$ cat src/rtl/bitpack_pkg.sv
package bitpack_pkg;
  typedef enum logic [1:0] {
    ST_IDLE = 2'd0,
    ST_RUN  = 2'd1,
    ST_DONE = 2'd2
  } bp_state_e;

  typedef enum logic {
    OP_GATHER  = 1'b0,
    OP_SCATTER = 1'b1
  } bp_op_e;
endpackage

$ cat src/rtl/bitpack_rst_sync.sv
module bitpack_rst_sync (
  input  logic clk,
  input  logic rst_n,
  output logic rst_sync_n
);
  logic [1:0] sync_q;

  always_ff @(posedge clk or negedge rst_n) begin
    if (!rst_n) sync_q <= 2'b00;
    else        sync_q <= {sync_q[0], 1'b1};
  end

  assign rst_sync_n = sync_q[1];
endmodule

$ cat src/rtl/bitpack_ctrl.sv
module bitpack_ctrl
  import bitpack_pkg::*;
#(
  parameter int DATA_W   = 64,
  parameter int NARROW_W = 32,
  localparam int IDX_W   = $clog2(DATA_W)
) (
  input  logic             clk,
  input  logic             rst_n,
  input  logic             start_i,
  input  logic             wide_i,
  output logic             busy_o,
  output logic             done_o,
  output logic             load_o,
  output logic             step_o,
  output logic [IDX_W-1:0] idx_o
);
  localparam logic [IDX_W-1:0] LAST_WIDE   = IDX_W'(DATA_W - 1);
  localparam logic [IDX_W-1:0] LAST_NARROW = IDX_W'(NARROW_W - 1);

  bp_state_e        state_q, state_d;
  logic [IDX_W-1:0] idx_q, idx_d;
  logic             wide_q, wide_d;
  logic             last;

  assign load_o = start_i && (state_q != ST_RUN);
  assign step_o = (state_q == ST_RUN);
  assign last   = (idx_q == (wide_q ? LAST_WIDE : LAST_NARROW));

  always_comb begin
    state_d = state_q;
    idx_d   = idx_q;
    wide_d  = wide_q;
    unique case (state_q)
      ST_RUN: begin
        idx_d = idx_q + 1'b1;
        if (last) state_d = ST_DONE;
      end
      default: begin
        if (load_o) begin
          state_d = ST_RUN;
          idx_d   = '0;
          wide_d  = wide_i;
        end else begin
          state_d = ST_IDLE;
        end
      end
    endcase
  end

  always_ff @(posedge clk or negedge rst_n) begin
    if (!rst_n) begin
      state_q <= ST_IDLE;
      idx_q   <= '0;
      wide_q  <= 1'b0;
    end else begin
      state_q <= state_d;
      idx_q   <= idx_d;
      wide_q  <= wide_d;
    end
  end

  assign busy_o = (state_q == ST_RUN);
  assign done_o = (state_q == ST_DONE);
  assign idx_o  = idx_q;
endmodule

$ cat src/rtl/bitpack_datapath.sv
module bitpack_datapath
  import bitpack_pkg::*;
#(
  parameter int DATA_W  = 64,
  localparam int IDX_W  = $clog2(DATA_W)
) (
  input  logic              clk,
  input  logic              rst_n,
  input  logic              load_i,
  input  logic              step_i,
  input  bp_op_e            op_i,
  input  logic [DATA_W-1:0] src_i,
  input  logic [DATA_W-1:0] mask_i,
  input  logic [IDX_W-1:0]  idx_i,
  output logic [DATA_W-1:0] result_o
);
  logic [DATA_W-1:0] src_q, mask_q, res_q, res_d;
  logic [IDX_W-1:0]  pos_q, pos_d;
  bp_op_e            op_q;
  logic              sel;
  logic [IDX_W-1:0]  rd_idx, wr_idx;

  assign sel    = mask_q[idx_i];
  assign rd_idx = (op_q == OP_GATHER) ? idx_i : pos_q;
  assign wr_idx = (op_q == OP_GATHER) ? pos_q : idx_i;

  always_comb begin
    res_d = res_q;
    pos_d = pos_q;
    if (load_i) begin
      res_d = '0;
      pos_d = '0;
    end else if (step_i && sel) begin
      res_d[wr_idx] = src_q[rd_idx];
      pos_d         = pos_q + 1'b1;
    end
  end

  always_ff @(posedge clk or negedge rst_n) begin
    if (!rst_n) begin
      src_q  <= '0;
      mask_q <= '0;
      op_q   <= OP_GATHER;
    end else if (load_i) begin
      src_q  <= src_i;
      mask_q <= mask_i;
      op_q   <= op_i;
    end
  end

  always_ff @(posedge clk or negedge rst_n) begin
    if (!rst_n) begin
      res_q <= '0;
      pos_q <= '0;
    end else if (load_i || step_i) begin
      res_q <= res_d;
      pos_q <= pos_d;
    end
  end

  assign result_o = res_q;
endmodule

$ cat src/rtl/bitpack_unit.sv
module bitpack_unit
  import bitpack_pkg::*;
#(
  parameter int DATA_W   = 64,
  parameter int NARROW_W = 32
) (
  input  logic              clk,
  input  logic              rst_n,
  input  logic              start_i,
  input  logic              op_i,
  input  logic              wide_i,
  input  logic [DATA_W-1:0] src_i,
  input  logic [DATA_W-1:0] mask_i,
  output logic              busy_o,
  output logic              done_o,
  output logic [DATA_W-1:0] result_o
);
  localparam int IDX_W = $clog2(DATA_W);

  logic              rst_sync_n;
  logic              load, step;
  logic [IDX_W-1:0]  idx;
  logic [DATA_W-1:0] narrow_keep, keep, src_lim, mask_lim;

  generate
    if (DATA_W > NARROW_W) begin : g_split
      assign narrow_keep = {{(DATA_W-NARROW_W){1'b0}}, {NARROW_W{1'b1}}};
    end else begin : g_flat
      assign narrow_keep = '1;
    end
  endgenerate

  assign keep     = wide_i ? '1 : narrow_keep;
  assign src_lim  = src_i & keep;
  assign mask_lim = mask_i & keep;

  bitpack_rst_sync u_rst_sync (
    .clk        (clk),
    .rst_n      (rst_n),
    .rst_sync_n (rst_sync_n)
  );

  bitpack_ctrl #(.DATA_W(DATA_W), .NARROW_W(NARROW_W)) u_ctrl (
    .clk     (clk),
    .rst_n   (rst_sync_n),
    .start_i (start_i),
    .wide_i  (wide_i),
    .busy_o  (busy_o),
    .done_o  (done_o),
    .load_o  (load),
    .step_o  (step),
    .idx_o   (idx)
  );

  bitpack_datapath #(.DATA_W(DATA_W)) u_dp (
    .clk      (clk),
    .rst_n    (rst_sync_n),
    .load_i   (load),
    .step_i   (step),
    .op_i     (bp_op_e'(op_i)),
    .src_i    (src_lim),
    .mask_i   (mask_lim),
    .idx_i    (idx),
    .result_o (result_o)
  );
endmodule

$ cat config.mk
export PLATFORM = sky130hd
export DESIGN_NAME = bitpack_unit
export DESIGN_NICKNAME = d
export VERILOG_FILES = /design/src/rtl/bitpack_pkg.sv /design/src/rtl/bitpack_rst_sync.sv /design/src/rtl/bitpack_ctrl.sv /design/src/rtl/bitpack_datapath.sv /design/src/rtl/bitpack_unit.sv
export SDC_FILE = /design/constraint.sdc
export NUM_CORES = 1
export LEC_CHECK = 0
export CORE_ASPECT_RATIO = 1.2
export CORE_MARGIN = 2
export CORE_UTILIZATION = 31
export CTS_CLUSTER_DIAMETER = 80
export CTS_CLUSTER_SIZE = 40
export DETAILED_ROUTE_END_ITERATION = 10
export GPL_ROUTABILITY_DRIVEN = 1
export MAX_ROUTING_LAYER = met4
export PLACE_DENSITY = 0.61
export REMOVE_ABC_BUFFERS = 1
export SETUP_SLACK_MARGIN = 0.2
export SLEW_MARGIN = 20
export SYNTH_ARGS = -nofsm -noshare
export SYNTH_HDL_FRONTEND = slang
export SYNTH_HIERARCHICAL = 1
export SYNTH_SLANG_ARGS = --single-unit
$ cat constraint.sdc
create_clock -name clk -period 6.1 [get_ports clk]
set_input_delay 0.61 -clock clk [delete_from_list [all_inputs] [get_ports clk]]
set_output_delay 0.61 -clock clk [all_outputs]
set_load 0.01 [all_outputs]
==> metrics.md <==
| Metric | Value |
|---|---|
| Status | completed |
| Finished Cell Area | between 0.01 and 0.015 mm^2 |
| Commonest cells after routing, fill and taps aside | 209 x sky130_fd_sc_hd__dfrtp_1, 197 x sky130_fd_sc_hd__clkdlybuf4s50_1, 134 x sky130_fd_sc_hd__mux2_2, 105 x sky130_fd_sc_hd__mux2i_1, 69 x sky130_fd_sc_hd__nand2b_1 |
| IO buf count | between 150 and 200 |
| Post-synthesis async set-or-reset flop share | 100% |
| CTS root buffer | sky130_fd_sc_hd__clkbuf_16 |
| Remaining design rule violation count | 0 |
| Number of nets in the layout | between 1k and 1.5k |
| Count of distinct cell types in the synthesized netlist | between 50 and 60 |
| Fraction of layout instances using a drive strength above 1 | around a quarter |
| VDD IR max | approximately 0.00047 V |
| Measured slew at the worst slew-check pin | ~1100 ps |
| Final critical delay including setup and external delays | ~4000 ps |
| Iteration-0 DRC count of the detailed router | 510 |
| Iteration count of the initial detailed-routing pass | 5 |
| Placeable Area | between 0.03 and 0.04 mm^2 |
| Fin Clk Skew | slightly below 70 ps |
| CTS tree | yes |
| Sum of overflow across all layers after global routing | 0 |
| Clock insertion delay at the later pin of the skew report | 520 ps |
| Effective utilization at floorplan | between 30% and 40% |
| Sequential-to-total area share from yosys stat | about half |
| Placement Cell Area | around 0.013 mm^2 |
| MaxCap Viol Count | 0 |
| Post-detailed-placement half-perimeter wirelength | 19.1 mm |
| Final Max Tran Viols | 0 |
| Series of cell instances along the critical path | mux2_2, mux2i_1, a221oi_1, a31oi_1, nor4b_1, a221oi_4, buf_4, mux2i_1 |
| Startpoint-to-endpoint class of the critical path | reg -> reg |
| Row cnt | 74 |
| Aggregate routed wire length | ~28 mm |
| Cell repeated most along the worst path | sky130_fd_sc_hd__mux2i_1 |
| Clock transition at the registers of the reported paths | ~130 ps |
| Yosys warning count | 6 |
| Total number of vias | between 7k and 8k |
| Final weighted congestion of routability-driven global placement | between 0.7 and 0.8 |
| P per Cell Area | 502 mW/mm^2 |
| Count of endpoints failing setup in the final report | 0 |
| Clock Sink Count | 210 |
| Synth Instances | roughly 890 |
| Max frequency | 246 MHz |
| Period Utilization, post-route | 66.7% |
| Vert. Die Dim | between 200 and 250 um |
| I/O pin count | 199 |
| Largest net degree at the start of global routing | around 130 |
| Die Area | between 0.03 and 0.04 mm^2 |
| Fill count | ~3.3k |
| Total Neg Setup Slack | 0 ps |
| Most common cell after layout, fill and taps aside | sky130_fd_sc_hd__dfrtp_1 |
| Worst r2r path cells | 8 |
| Startpoint type of the worst setup path | flop |
| Hold Vio Cnt, Final | 0 |
| Number of instances resized during post-cts repair | 0 |
| Wire length of the first global-routing pass | approximately 44 mm |
| Post-CTS repair timing setup buffer count | 0 |
| Critical path required time | 6400 ps |
| Arrival time at the worst endpoint | roughly 4400 ps |
| Per-cell routed wire length | 18.5 um |
| Area used by sequential logic in the layout | between 0.005 and 0.006 mm^2 |
| Cell with the largest stage delay on the worst path | sky130_fd_sc_hd__dfrtp_1 |
| Unrepaired setup endpoints after global routing | no |
| Worst Setup End Kind | flop |
| Maximum fanout along the worst path | 64 |
| Total CTS buffers | 13 |
| Number of antenna violations at the first check in global routing | 1 |
| Area Growth Syn to Fin | 26.1% |
| Hold Path Class | in -> async |
| Vias in the first global route | approximately 7.7k |
| P_leak | approximately 5.4 nW |
| Largest stage delay on the critical path | 1100 ps |
| Primary FF master, synth | sky130_fd_sc_hd__dfrtp_1 |
| Max-Slew Margin vs Limit | 26.5% |
| Number of flops mapped to enable cells by yosys | 0 |
| Seq cells post-synth | 210 |
| Global routing usage summed across all routing layers | between 10% and 20% |
| Post-CTS Hold Buffers | 0 |
| Synth Area per Inst | 12.0 um^2 |
| Via count normalized by instance count | a little under 5 |
| Total area of multi-input combinational cells | 0.00511 mm^2 |
| Post-route ant nets | 0 |
| Horiz. Die Dim | ~170 um |
| Cell area after synthesis | approximately 0.011 mm^2 |
| CTS H-tree lvls | 1 |
| Clock buffer depth | 3 |
-- per-layer routing --
layer | part of all wire, % | track usage (%) | vias up | wire, um
met3 | 3.7 | 1.76 | 23 | 1050
met1 | 45 | 20.1 | 3690 | 12500
li1 | - | - | 3470 | -
met5 | 0 | - | - | 0
met2 | 50 | 27.4 | 178 | 14100
met4 | 1.4 | 3.10 | 0 | 384
-- metrics by stage --
stage	hold slack (ps)	power, W	worst slack (ps)	util, %	std cells
after global placement	337	0.00580	2170	38.3	1493
final	289	0.00676	2030	39.6	1515
after CTS	275	0.00686	2040	39.6	1514
after global routing	280	0.00725	1790	39.6	1515
after floorplan	314	0.00460	-185	-	829
after detailed placement	354	0.00585	2120	38.3	1493
-- flip-flops by register name, summed over array words and instances (netlist names) --
| register | cells |
|---|---|
| u_ctrl/idx_o | 6 |
| u_ctrl/state_q | 2 |
| u_ctrl/wide_q | 1 |
| u_dp/mask_q | 64 |
| u_dp/op_q | 1 |
| u_dp/pos_q | 6 |
| u_dp/result_o | 64 |
| u_dp/src_q | 64 |
| u_rst_sync/sync_q | 2 |
-- power breakdown --
part,internal [W],switching (W),total (W)
combinational,0.00153,0.00181,0.00334
sequential,0.00199,0.000457,0.00244
clock,0.000431,0.000547,0.000978
-- cell usage after synthesis, drive strengths merged, types with 4 or more instances --
| master | n | area (um^2) |
|---|---|---|
| o32ai | 4 | 35.0 |
| clkbuf | 37 | 150 |
| nand3 | 15 | 75.1 |
| mux2 | 134 | 1510 |
| a31oi | 6 | 37.5 |
| a21oi | 4 | 20.0 |
| nand2b | 70 | 445 |
| and2 | 65 | 487 |
| inv | 7 | 26.3 |
| o21ai | 9 | 45.0 |
| nand2 | 58 | 218 |
| dfrtp | 210 | 5260 |
| nor2 | 11 | 43.8 |
| buf | 22 | 145 |
| mux2i | 107 | 1070 |
| a221oi | 4 | 52.6 |
| mux4 | 16 | 372 |
| nor3 | 65 | 325 |
-- cell type report --
| cell class | instances | share of cell area, % |
|---|---|---|
| multi-input cells | 611 | 38.0 |
| well taps | 456 | 4.24 |
| flip-flops and latches | 210 | 39.0 |
| repair buffers | 208 | 15.2 |
| clock buffers | 15 | 2.47 |
| clock inverters | 6 | 0.762 |
| inverters | 8 | 0.260 |
| diodes | 1 | 0.0186 |
-- critical path, delay by kind of cell (launching register included) --
family                 cells  cell delay [ps]
AO/OA/AOI/OAI              3              750
buffers and inverters      1              590
flip-flops                 1             1100
multiplexers               3             1220
AND/OR/NAND/NOR            1              130
-- final timing paths --
kind | startpoint | to | slack, ps
max | u_dp/op_q$_DFFE_PN0P_ | u_dp/result_o[6]$_DFFE_PN0P_ | 2030
min | rst_n | u_rst_sync/sync_q[0]$_DFF_PN0_ | 290
max reg2reg | u_dp/op_q$_DFFE_PN0P_ | u_dp/result_o[6]$_DFFE_PN0P_ | 2030
min reg2reg | u_rst_sync/sync_q[1]$_DFF_PN0_ | u_dp/src_q[27]$_DFFE_PN0P_ | 370
max in group asynchronous | u_rst_sync/sync_q[1]$_DFF_PN0_ | u_dp/result_o[6]$_DFFE_PN0P_ | 4430
min in group clk | u_rst_sync/sync_q[0]$_DFF_PN0_ | u_rst_sync/sync_q[1]$_DFF_PN0_ | 370
-- cell families (layout without fill, tap and decap cells) --
family	after synthesis	after routing	share of synthesized area, %
and+or+nand+nor	301	301	16.2
muxes	257	257	27.7
DFF	210	210	49.2
buffers and inverters	67	237	3.05
AOI/OAI and AO/OA	46	46	3.27
xor gates and xnor gates	4	4	0.328
adders and majority gates	2	2	0.234
other	1	2	0.0351
(Power assumes the default switching activity.)
